===== src/rtl/srd_pkg.sv =====
package srd_pkg;

    typedef enum logic [1:0] {
        RC_256 = 2'd0,
        RC_384 = 2'd1,
        RC_512 = 2'd2,
        RC_768 = 2'd3
    } ratio_e;

    typedef struct packed {
        logic   ok;
        ratio_e code;
    } class_t;

    localparam int BASE_DIV = 256;

    // system clocks per sample for each ratio code
    function automatic int ratio_cycles(ratio_e r);
        int n;
        unique case (r)
            RC_256: n = BASE_DIV;
            RC_384: n = BASE_DIV + BASE_DIV / 2;
            RC_512: n = 2 * BASE_DIV;
            RC_768: n = 3 * BASE_DIV;
        endcase
        return n;
    endfunction

    // length of the enable pattern for each ratio
    function automatic int pattern_len(ratio_e r);
        int n;
        unique case (r)
            RC_256: n = 1;
            RC_384: n = 3;
            RC_512: n = 2;
            RC_768: n = 3;
        endcase
        return n;
    endfunction

    function automatic class_t classify(int n, int tol);
        class_t res;
        res.ok   = 1'b0;
        res.code = RC_256;
        for (int i = 0; i < 4; i++) begin
            if (n >= ratio_cycles(ratio_e'(i[1:0])) - tol &&
                n <= ratio_cycles(ratio_e'(i[1:0])) + tol) begin
                res.ok   = 1'b1;
                res.code = ratio_e'(i[1:0]);
            end
        end
        return res;
    endfunction

endpackage


===== src/rtl/srd_wclk_sync.sv =====
module srd_wclk_sync (
    input  logic clk,
    input  logic rst_n,
    input  logic clear,
    input  logic wclk_in,
    output logic rise
);
    logic s1_q, s2_q, s3_q;

    always_ff @(posedge clk) begin
        if (!rst_n || clear) begin
            s1_q <= 1'b0;
            s2_q <= 1'b0;
            s3_q <= 1'b0;
        end else begin
            s1_q <= wclk_in;
            s2_q <= s1_q;
            s3_q <= s2_q;
        end
    end

    assign rise = s2_q & ~s3_q;

endmodule


===== src/rtl/srd_period_meter.sv =====
module srd_period_meter
    import srd_pkg::*;
#(
    parameter int CNT_W = 11,
    parameter int TOL   = 4
) (
    input  logic   clk,
    input  logic   rst_n,
    input  logic   clear,
    input  logic   rise,
    output logic   ev,
    output logic   ev_ok,
    output ratio_e ev_code,
    output logic   stall
);
    localparam logic [CNT_W-1:0] CNT_MAX = {CNT_W{1'b1}};
    localparam logic [CNT_W-1:0] CNT_ONE = CNT_W'(1);

    logic [CNT_W-1:0] cnt_q;
    logic             armed_q;
    class_t           cls_c;

    always_comb cls_c = classify(int'(cnt_q), TOL);

    always_ff @(posedge clk) begin
        if (!rst_n || clear) begin
            cnt_q   <= '0;
            armed_q <= 1'b0;
            ev      <= 1'b0;
            ev_ok   <= 1'b0;
            ev_code <= RC_256;
            stall   <= 1'b0;
        end else begin
            ev    <= 1'b0;
            stall <= 1'b0;
            if (rise) begin
                if (armed_q) begin
                    ev      <= 1'b1;
                    ev_ok   <= cls_c.ok;
                    ev_code <= cls_c.code;
                end
                cnt_q   <= CNT_ONE;
                armed_q <= 1'b1;
            end else if (armed_q) begin
                if (cnt_q == CNT_MAX) begin
                    stall   <= 1'b1;
                    armed_q <= 1'b0;
                end else begin
                    cnt_q <= cnt_q + CNT_ONE;
                end
            end
        end
    end

endmodule


===== src/rtl/srd_lock_fsm.sv =====
module srd_lock_fsm
    import srd_pkg::*;
(
    input  logic   clk,
    input  logic   rst_n,
    input  logic   clear,
    input  logic   ev,
    input  logic   ev_ok,
    input  ratio_e ev_code,
    input  logic   stall,
    output logic   is_locked,
    output logic   is_fault,
    output ratio_e code
);
    typedef enum logic [1:0] {ST_SEEK, ST_CAND, ST_LOCK, ST_FAULT} state_e;

    state_e state_q, state_d;
    ratio_e cand_q, cand_d;

    // state register
    always_ff @(posedge clk) begin
        if (!rst_n || clear) begin
            state_q <= ST_SEEK;
            cand_q  <= RC_256;
        end else begin
            state_q <= state_d;
            cand_q  <= cand_d;
        end
    end

    // transitions
    always_comb begin
        state_d = state_q;
        cand_d  = cand_q;
        if (ev && ev_ok) cand_d = ev_code;
        if (stall) begin
            state_d = ST_FAULT;
        end else if (ev) begin
            unique case (state_q)
                ST_SEEK:  state_d = ev_ok ? ST_CAND : ST_FAULT;
                ST_CAND:  state_d = !ev_ok ? ST_FAULT :
                                    (ev_code == cand_q) ? ST_LOCK : ST_CAND;
                ST_LOCK:  state_d = !ev_ok ? ST_FAULT :
                                    (ev_code == cand_q) ? ST_LOCK : ST_CAND;
                ST_FAULT: state_d = ev_ok ? ST_CAND : ST_FAULT;
            endcase
        end
    end

    // outputs
    always_comb begin
        is_locked = 1'b0;
        is_fault  = 1'b0;
        code      = RC_256;
        unique case (state_q)
            ST_SEEK:  ;
            ST_CAND:  code = cand_q;
            ST_LOCK: begin
                is_locked = 1'b1;
                code      = cand_q;
            end
            ST_FAULT: is_fault = 1'b1;
        endcase
    end

endmodule


===== src/rtl/srd_en_div.sv =====
module srd_en_div
    import srd_pkg::*;
(
    input  logic   clk,
    input  logic   rst_n,
    input  logic   run,
    input  ratio_e ratio,
    output logic   en
);
    logic [1:0] ph_q;
    int         len_c;

    always_comb len_c = pattern_len(ratio);

    always_ff @(posedge clk) begin
        if (!rst_n || !run) begin
            ph_q <= 2'd0;
            en   <= 1'b0;
        end else begin
            en   <= (ratio == RC_256) || (ph_q == 2'd0) ||
                    (ratio == RC_384 && ph_q == 2'd1);
            ph_q <= (int'(ph_q) >= len_c - 1) ? 2'd0 : ph_q + 2'd1;
        end
    end

endmodule


===== src/rtl/sysclk_ratio_detect.sv =====
module sysclk_ratio_detect
    import srd_pkg::*;
#(
    parameter int CNT_W = 11,
    parameter int TOL   = 4
) (
    input  logic       clk,
    input  logic       rst_n,
    input  logic       power_down,
    input  logic [1:0] mode,
    input  logic       wclk,
    output logic [1:0] ratio,
    output logic       locked,
    output logic       err,
    output logic       en256
);
    logic   master_c, clear_c, run_c;
    ratio_e mratio_c, ratio_c;
    logic   rise;
    logic   ev, ev_ok, stall;
    ratio_e ev_code, fsm_code;
    logic   fsm_locked, fsm_fault;

    assign master_c = (mode != 2'b00);
    assign clear_c  = power_down | master_c;

    always_comb begin
        unique case (mode)
            2'b11:   mratio_c = RC_256;
            2'b10:   mratio_c = RC_384;
            2'b01:   mratio_c = RC_512;
            default: mratio_c = RC_256;
        endcase
    end

    assign ratio_c = master_c ? mratio_c : fsm_code;
    assign run_c   = !power_down && (master_c || fsm_locked);

    srd_wclk_sync u_sync (
        .clk(clk), .rst_n(rst_n), .clear(clear_c),
        .wclk_in(wclk), .rise(rise)
    );

    srd_period_meter #(.CNT_W(CNT_W), .TOL(TOL)) u_meter (
        .clk(clk), .rst_n(rst_n), .clear(clear_c), .rise(rise),
        .ev(ev), .ev_ok(ev_ok), .ev_code(ev_code), .stall(stall)
    );

    srd_lock_fsm u_fsm (
        .clk(clk), .rst_n(rst_n), .clear(clear_c),
        .ev(ev), .ev_ok(ev_ok), .ev_code(ev_code), .stall(stall),
        .is_locked(fsm_locked), .is_fault(fsm_fault), .code(fsm_code)
    );

    srd_en_div u_div (
        .clk(clk), .rst_n(rst_n), .run(run_c), .ratio(ratio_c), .en(en256)
    );

    always_ff @(posedge clk) begin
        if (!rst_n || power_down) begin
            ratio  <= 2'd0;
            locked <= 1'b0;
            err    <= 1'b0;
        end else begin
            ratio  <= ratio_c;
            locked <= master_c | fsm_locked;
            err    <= !master_c & fsm_fault;
        end
    end

endmodule


===== config.mk =====
export PLATFORM = sky130hd
export DESIGN_NAME = sysclk_ratio_detect
export DESIGN_NICKNAME = d
export VERILOG_FILES = /design/src/rtl/srd_pkg.sv /design/src/rtl/srd_wclk_sync.sv /design/src/rtl/srd_period_meter.sv /design/src/rtl/srd_lock_fsm.sv /design/src/rtl/srd_en_div.sv /design/src/rtl/sysclk_ratio_detect.sv
export SDC_FILE = /design/constraint.sdc
export NUM_CORES = 1
export LEC_CHECK = 0
export BUFFER_PORTS_ARGS = -buffer_cell sky130_fd_sc_hd__buf_2
export CAP_MARGIN = 20
export CORE_MARGIN = 10
export CORE_UTILIZATION = 54
export DETAILED_ROUTE_END_ITERATION = 6
export PLACE_DENSITY = 0.73
export SLEW_MARGIN = 20
export SYNTH_ARGS = -nofsm -noshare
export SYNTH_HDL_FRONTEND = slang
export SYNTH_SLANG_ARGS = --single-unit

===== constraint.sdc =====
create_clock -name clk -period 2.3 [get_ports clk]
set_input_delay 0.115 -clock clk [delete_from_list [all_inputs] [get_ports clk]]
set_output_delay 0.115 -clock clk [all_outputs]
set_load 0.02 [all_outputs]

==> results.yml, run 1 <==
die:
  fp.dieW_um: 72.6
  start_util: 0.552
  coreArea_mm2: 0.00271
  num_rows: 19
  die_y_um: 72.6
  pin_count: 11
  die_area_mm2: 0.00527
placed_design:
  io_buffers: 10
  routabilityCongestion: 0.866
  dp_hpwl_um: 2010
pwr:
  vdd_drop_max_uv: 557
  power.leakage_uw: 0.000606
  power.density_mw_per_mm2: 612
clock_tree:
  ctsLongestPathBuffers: 2
  postCtsSetupBuffers: 0
  cts_root_buffer: "clkbuf_4"
  cts_max_level: 2
  clkTransAtPathRegs_ns: 0.10
  cts_sinks: 31
  cts_tree: "done"
  numCtsBuffers: 5
  clk_latency_ns: 0.32
hold_path:
  worstHoldPathCells: 2
  hold_path.class: "input pin to register"
  hold_start: "mode[1]"
  min_to: "ratio[1]$_SDFF_PP0_"
synthesis:
  syn_inst: 179
  syn-num-nets: 193
  syn_avg_cell_area_um2: 8.35
  ys_seq_area_frac: 0.415
  synth_area_mm2: 0.00150
  ys_ff_latch: 31
  synth_warnings: 0
  ys_types: 32
critical_path:
  rr_endpoint: "u_div.ph_q[1]$_SDFF_PP0_"
  crit_path_end_kind: "register"
  cp_data_required_time_ns: 2.57
  slowest_stage: "dfxtp_1"
  worstPathCellList: "inv_1 > ha_1 > inv_1 > nand3b_1 > a21oi_1 > ha_1 > nand2b_1 > a211oi_1 > and2_1"
  r2r_cells: 9
  rrSetupSlack_ns: 0.40
  worstSetupPathType: "register to register"
  r2r-start: "u_fsm.state_q[0]$_SDFFE_PP0P_"
  crit_start: "u_fsm.state_q[0]$_SDFFE_PP0P_"
  arrival_ns: 2.17
  critPathMaxStageDelay_ns: 0.36
  cp_max_fo: 3
  start_kind: "register"
job:
  drv_cap: 0
route:
  wl_um: 2760
  postRouteAntennaNets: 0
  drt-initial-drc-count: 62
  drc: 0
  drt_pass1_iterations: 4
  via_count: 1217
  detail_route.wl_per_cell_um: 12.4
  vias_per_cell: 5.48
timing:
  tightest_slew_ns: 0.476
  finalSetupTns_ns: 0
  fmax_mhz: 525
  skew_ns: 0.00807
  relSlewSlack: 0.680
  hold_ws_ns: 0.0565
  rsz0062_at_grt: "false"
  period_share: 0.828
  finalSetupViolCount: 0
  hold_violations: 0
  slew_viol_final: 0
  fin_crit_ns: 1.90
global_routing:
  antenna_found_initial: 0
  grt_use_total: 0.110
  overflow: 0
  grt_max_degree: 12
  grt_pass1_vias: 1157
  grt_pass1_wl_um: 4730
outcome:
  status: "finished, final reports clean"
layout:
  diodes: 0
  area_growth_pct: 10.5
  finalNetCount: 204
  drive_gt1_frac: 0.120
## routing by layer
metal / wire (µm) / vias to the layer above / global-route usage
met5: 0 / - / 0
met4: 22 / 0 / 0.0527
met3: 155 / 4 / 0.0517
met2: 1350 / 21 / 0.188
met1: 1230 / 558 / 0.111
li1: - / 634 / -
## report_power, final
part / total, µW / switching (µW) / internal [µW]
logic: 32.7 / 19.2 / 13.5
clock network: 438 / 181 / 257
registers: 541 / 0.938 / 540
total: 1010 / 201 / 810
## cell usage in the layout (no fill, tap or decap)
| cell type | n |
|---|---|
| clkinv_2 | 1 |
| or2_2 | 1 |
| mux2i_1 | 2 |
| nand4_4 | 1 |
| nand4_1 | 1 |
| nor2_1 | 18 |
| buf_2 | 10 |
| and2_1 | 6 |
| o21ai_0 | 9 |
| inv_1 | 11 |
| o21bai_1 | 1 |
| a211oi_1 | 2 |
| and4_2 | 1 |
| bufinv_16 | 1 |
| o22ai_1 | 1 |
| dfxtp_1 | 31 |
| nand2_1 | 14 |
| nand3b_1 | 2 |
| nor4b_1 | 1 |
| clkbuf_8 | 1 |
| buf_4 | 1 |
| a21oi_1 | 16 |
| nand3_1 | 7 |
| nor3b_1 | 2 |
| ha_1 | 8 |
| xor2_1 | 2 |
| o31ai_4 | 1 |
| or3_1 | 2 |
| nand2b_1 | 3 |
| clkbuf_4 | 5 |
| nor3_1 | 14 |
| nor2b_1 | 2 |
| a21o_1 | 1 |
| dlygate4sd3_1 | 1 |
| nor4_1 | 3 |
| xnor2_1 | 8 |
## sequential cells by signal (all words and copies together) (netlist names), 2 cells and up
register / cells
u_meter.cnt_q: 11
u_fsm.state_q: 2
u_meter.ev_code: 2
ratio: 2
u_fsm.cand_q: 2
u_div.ph_q: 2
## kinds of logic (layout without fill, tap and decap cells)
group,Yosys count,count (layout),synth area share
flops,31,31,0.415
buf+inv,19,31,0.0510
fa+ha+maj,8,8,0.0669
xor+xnor,10,10,0.0586
simple gates,78,78,0.273
compound gates,31,31,0.122
mux,2,2,0.0134
## through the flow
stage	utilization	total power, µW	area [µm²]	setup slack (ns)	std cells
3_5_place_dp	0.574	585	1560	0.431	213
2_1_floorplan	-	574	1500	0.561	179
4_1_cts	0.610	1030	1650	0.376	222
6_report	0.610	1010	1650	0.395	222
5_1_grt	0.610	1050	1650	0.211	222
3_3_place_gp	0.574	585	1560	0.482	213
## worst max-delay path by stage
stage,end,slack (ns)
detailed placement,u_div.ph_q[0]$_SDFF_PP0_,0.43
floorplan,u_div.ph_q[0]$_SDFF_PP0_,0.56
CTS,u_div.ph_q[1]$_SDFF_PP0_,0.38
global placement,u_div.ph_q[0]$_SDFF_PP0_,0.48
global route,u_div.ph_q[1]$_SDFF_PP0_,0.21
finish,u_div.ph_q[1]$_SDFF_PP0_,0.40
## worst max-delay path, delay by kind of cell, from the launching register on
family	cells	cell delay (ns)
compound gates	2	0.41
fa+ha+maj	2	0.55
buf+inv	2	0.15
flops	1	0.36
simple gates	3	0.37
## final cells by class
class | count | area (µm²)
fill | 238 | 1060
multi-input combinational | 129 | 798
sequential | 31 | 621
timing repair buffer | 12 | 67.6
clock buffer | 6 | 51.3
inverter | 11 | 41.3
tap | 31 | 38.8
clock inverter | 2 | 35.0
## cell usage after synthesis (all sizes together)
library cell | number | share of area
and2 | 6 | 0.025
nand4 | 2 | 0.018
nor4 | 3 | 0.013
a21o | 1 | 0.0050
and4 | 1 | 0.0067
a211oi | 2 | 0.010
inv | 11 | 0.028
o22ai | 1 | 0.0042
xor2 | 2 | 0.012
nor2 | 18 | 0.045
nor2b | 2 | 0.0084
ha | 8 | 0.067
nor3 | 14 | 0.047
o21ai | 9 | 0.030
nand3b | 2 | 0.010
nand3 | 7 | 0.023
nor4b | 1 | 0.0059
or3 | 2 | 0.0084
xnor2 | 8 | 0.047
clkbuf | 5 | 0.013
or2 | 1 | 0.0042
o31ai | 1 | 0.014
o21bai | 1 | 0.0050
nand2b | 3 | 0.013
nor3b | 2 | 0.010
dfxtp | 31 | 0.42
nand2 | 14 | 0.035
buf | 3 | 0.010
mux2i | 2 | 0.013
a21oi | 16 | 0.054
## timing repair
| item | CTS | global route |
|---|---|---|
| hold buffers | 1 | 0 |
| hold endpoints to repair | 1 | 0 |
| gates resized for setup | 0 | 0 |
Power figures use the tool's default switching activity.
==> run 2: changes to the inputs <==
==> constraint.sdc (replaced) <==
create_clock -name clk -period 2 [get_ports clk]
set_input_delay 0.1 -clock clk [delete_from_list [all_inputs] [get_ports clk]]
set_output_delay 0.1 -clock clk [all_outputs]
set_load 0.02 [all_outputs]
==> run 2 against run 1 <==
Net effect: flip-flop and latch count unchanged; total power increased by 5.9%; non-clock buffer count stayed put; routed wire length rose by 4.1%; critical path depth stayed put; first-iteration DRC count is 27% higher; largest cell class unchanged; clock skew down 0.0032 ns; utilization decreased by 0.42 points; highest routed layer unchanged; worst hold slack worse by 0.032 ns.
==> results.yml, run 2 (same netlist as run 1, synthesis figures left out) <==
placed_design:
  io_buffers: 10
  dp_hpwl_um: 2130
  place_inst: 213
  dpl_cell_area_mm2: 0.00156
  routabilityCongestion: 0.825
layout:
  diodes: 0
  largest_register_ffs: 11
  final_cell_area_mm2: 0.00164
  finish.utilization: 0.606
  final_cell_count_no_fill: 222
  regMostFlops: "u_meter.cnt_q"
  seq_area_um2: 622
  final_common_cell: "dfxtp_1"
  fill_cells: 260
  finalNetCount: 204
  area_growth_pct: 9.79
  layout_common_cells: "dfxtp_1 (30), nor2_1 (18), a21oi_1 (16)"
  multiInputGateArea_um2: 803
  drive_gt1_frac: 0.126
critical_path:
  cp_max_fo: 3
  worstSetupPathType: "register to register"
  cp_data_required_time_ns: 2.28
  critPathMaxStageDelay_ns: 0.35
  start_kind: "register"
  critical_path.top_delay_family: "adder cells"
  slowest_stage: "dfxtp_2"
  worstPathCellList: "inv_1 > ha_1 > inv_1 > nand3b_1 > a21oi_1 > ha_1 > nand2b_1 > a211oi_2 > and2_1"
  crit_path_end_kind: "register"
  crit_buf_inv: 2
  arrival_ns: 2.08
route:
  via_count: 1233
  drc: 0
  wl_um: 2870
  drt-initial-drc-count: 79
  vias_per_cell: 5.55
  detail_route.wl_per_cell_um: 12.9
  drt_pass1_iterations: 4
  postRouteAntennaNets: 0
clock_tree:
  cts_tree: "done"
  numCtsBuffers: 5
  cts_root_buffer: "clkbuf_4"
  clk_latency_ns: 0.33
  ctsLongestPathBuffers: 2
  clkTransAtPathRegs_ns: 0.09
  cts_sinks: 31
  cts_max_level: 2
die:
  num_rows: 19
  start_util: 0.552
  fp.dieW_um: 72.6
  die_area_mm2: 0.00527
  pin_count: 11
  die_y_um: 72.6
  coreArea_mm2: 0.00271
timing:
  slew_viol_final: 0
  skew_ns: 0.00491
  fmax_mhz: 557
  period_share: 0.898
  rsz0062_at_grt: "false"
  hold_ws_ns: 0.0246
  finalSetupTns_ns: 0
  fin_crit_ns: 1.80
  finalSetupViolCount: 0
  tightest_slew_ns: 0.519
  hold_violations: 0
  relSlewSlack: 0.651
global_routing:
  use_met3: 0.0490
  grt_pass1_vias: 1239
  antenna_found_initial: 0
  grt_use_total: 0.119
  grt_max_degree: 12
  grtUsageMet2: 0.208
  overflow: 0
  met1_usage: 0.117
  busiest_layer: "met2"
  grt_pass1_wl_um: 5110
pwr:
  power.density_mw_per_mm2: 653
  vdd_drop_max_uv: 566
  power.leakage_uw: 0.000598
outcome:
  status: "finished, final reports clean"
hold_path:
  hold_path.class: "input pin to register"
job:
  drv_cap: 0
[run 2: cell count changes in the layout (fill, tap and decap cells not counted), sizes merged]
cell,previous run,this run
clkbuf,6,8
bufinv,1,0
clkinv,1,0
[run 2: layer usage]
layer,up-vias,wire length [µm]
li1,635,-
met1,573,1240
met2,19,1420
met3,6,155
met4,0,54
met5,-,0
[run 2: repair_timing]
item | in CTS | in global routing
hold buffers | 1 | 0
gates resized for setup | 0 | 2
endpoints found under the setup margin | 0 | 2
buffers inserted | 0 | 0
hold endpoints to repair | 1 | 0
[run 2: worst paths after layout]
path	startpoint	to	slack, ns	cells past startpoint
setup reg to reg	u_fsm.state_q[0]$_SDFFE_PP0P_	u_div.ph_q[1]$_SDFF_PP0_	0.20	9
hold / removal	mode[1]	ratio[1]$_SDFF_PP0_	0.02	2
hold reg to reg	u_sync.s1_q$_SDFF_PP0_	u_sync.s2_q$_SDFF_PP0_	0.44	1
setup / recovery	u_fsm.state_q[0]$_SDFFE_PP0P_	u_div.ph_q[1]$_SDFF_PP0_	0.20	9
[run 2: worst register-to-register path, cell delays in order, from the launching register on]
cell	delay [ns]
dfxtp_2	0.35
inv_1	0.04
ha_1	0.31
inv_1	0.10
nand3b_1	0.09
a21oi_1	0.15
ha_1	0.23
nand2b_1	0.15
a211oi_2	0.19
and2_1	0.14
[run 2: layout make-up]
cell class,instances,area share
multi-input combinational,129,0.489
sequential,31,0.379
clock buffer,8,0.0419
timing repair buffer,12,0.0412
inverter,11,0.0252
tap,31,0.0236
[run 2: where the power goes]
group	internal, µW	leakage [µW]	switching, µW	total, µW
Combinational	15.9	0.000308	22.2	38.1
Sequential	621	0.000251	1.08	622
Clock	207	0.0000386	205	412
Total	843	0.000598	228	1070
[run 2: metrics by stage]
step	power [µW]	setup slack, ns
2_1_floorplan	660	0.261
3_3_place_gp	672	0.187
3_5_place_dp	673	0.117
4_1_cts	1090	0.0976
5_1_grt	1110	0.0487
6_report	1070	0.204
==> run 3: changes to the inputs <==
--- a/config.mk
+++ b/config.mk
@@ -11,6 +11,7 @@
 export CORE_UTILIZATION = 54
 export DETAILED_ROUTE_END_ITERATION = 6
 export PLACE_DENSITY = 0.73
+export REMOVE_ABC_BUFFERS = 1
 export SLEW_MARGIN = 20
 export SYNTH_ARGS = -nofsm -noshare
 export SYNTH_HDL_FRONTEND = slang
==> run 3 against run 2 <==
Net effect: global-route usage rose by 0.35 points; register-to-register slack barely moved; die area unchanged; critical path depth unchanged.
==> results.yml, run 3 (same netlist as run 1, synthesis figures left out) <==
route:
  detail_route.wl_per_cell_um: 13.0
  postRouteAntennaNets: 0
  dr_wl_met3_um: 145
  drt_pass1_iterations: 5
  drc: 0
  wl_um: 2870
  met1_length_um: 1210
  wl_met2_um: 1420
  vias_per_cell: 5.57
  highest_layer: "met4"
  via_count: 1230
  drt-initial-drc-count: 72
layout:
  area_growth_pct: 8.95
  largest_register_ffs: 11
  final_common_cell: "dfxtp_1"
  layout_common_cells: "dfxtp_1 (30), nor2_1 (18), a21oi_1 (16)"
  diodes: 0
  fill_cells: 255
  finish.utilization: 0.601
  regMostFlops: "u_meter.cnt_q"
  drive_gt1_frac: 0.126
  finalNetCount: 204
pwr:
  power.density_mw_per_mm2: 632
  vdd_drop_max_uv: 492
  power.leakage_uw: 0.000593
critical_path:
  slowest_stage: "dfxtp_2"
  crit_buf_inv: 2
  arrival_ns: 2.07
  cp_data_required_time_ns: 2.28
  crit_path_end_kind: "register"
  worstPathCellList: "inv_1 > ha_1 > inv_1 > nand3b_1 > a21oi_1 > ha_1 > nand2b_1 > a211oi_2 > and2_1"
  cp_max_fo: 3
  critPathMaxStageDelay_ns: 0.35
  start_kind: "register"
  critical_path.top_delay_family: "adder cells"
  worstSetupPathType: "register to register"
hold_path:
  hold_path.class: "input pin to register"
die:
  pin_count: 11
  coreArea_mm2: 0.00271
  num_rows: 19
  die_y_um: 72.6
  fp.dieW_um: 72.6
  die_area_mm2: 0.00527
  start_util: 0.552
placed_design:
  routabilityCongestion: 0.826
  io_buffers: 10
  dp_hpwl_um: 2110
clock_tree:
  numCtsBuffers: 5
  cts_max_level: 2
  ctsLongestPathBuffers: 2
  cts_tree: "done"
  cts_sinks: 31
  clkTransAtPathRegs_ns: 0.10
  cts_root_buffer: "clkbuf_4"
  clk_latency_ns: 0.34
global_routing:
  antenna_found_initial: 0
  grt_pass1_wl_um: 5190
  grt_use_total: 0.122
  grt_max_degree: 12
  overflow: 0
  grt_pass1_vias: 1245
outcome:
  status: "finished, final reports clean"
timing:
  tightest_slew_ns: 0.442
  period_share: 0.897
  finalSetupTns_ns: 0
  hold_violations: 0
  skew_ns: 0.00996
  relSlewSlack: 0.703
  fin_crit_ns: 1.79
  rsz0062_at_grt: "false"
  finalSetupViolCount: 0
  slew_viol_final: 0
  fmax_mhz: 558
job:
  drv_cap: 0
## run 3: cell types whose count changed in the layout (fill, tap and decap cells not counted), sizes merged
cell | previous run | this run
clkbuf | 8 | 6
clkinv | 0 | 1
## run 3: final cells by class
cell class	count	area, µm²	share of cell area
Clock buffer	6	51.3	0.0315
Clock inverter	1	5.00	0.00307
Inverter	11	41.3	0.0253
Multi-Input combinational cell	129	803	0.493
Sequential cell	31	622	0.382
Tap cell	31	38.8	0.0238
Timing Repair Buffer	12	67.6	0.0415
## run 3: power breakdown
group	leakage (µW)	total, µW	internal, µW	switching (µW)
logic	0.000308	39.4	16.0	23.4
registers	0.000251	622	621	0.997
clock network	0.0000341	369	163	207
total	0.000593	1030	799	231
## run 3: timing repair
action / 4_1_cts / 5_1_grt
buffers inserted: 0 / 0
setup endpoints to repair: 0 / 2
gates resized for setup: 0 / 2
hold buffers: 1 / 0
hold endpoints to repair: 1 / 0
## run 3: stage by stage
step           setup WS (ns)  cell area, µm²  power, µW  hold slack, ns  std cells
4_1_cts               0.0828            1620       1040          0.0245        221
2_1_floorplan          0.262            1460        657           0.179        171
5_1_grt               0.0273            1630       1070          0.0524        221
3_3_place_gp           0.189            1560        673           0.302        213
3_5_place_dp           0.112            1560        674           0.320        213
6_report               0.207            1630       1030          0.0409        221
## run 3: layer usage
layer  vias to the layer above  track usage
li1                        629            -
met1                       561        0.123
met2                        31        0.213
met3                         9       0.0395
met4                         0       0.0759
met5                         -            0
## run 3: path summary, 6_finish.rpt
path	startpoint	to	slack (ns)	depth (start not counted)
worst max-delay path	u_fsm.state_q[0]$_SDFFE_PP0P_	u_div.ph_q[0]$_SDFF_PP0_	0.21	9
worst min-delay path	mode[1]	ratio[1]$_SDFF_PP0_	0.04	2
worst max register to register	u_fsm.state_q[0]$_SDFFE_PP0P_	u_div.ph_q[0]$_SDFF_PP0_	0.21	9
worst min register to register	u_sync.s1_q$_SDFF_PP0_	u_sync.s2_q$_SDFF_PP0_	0.45	1
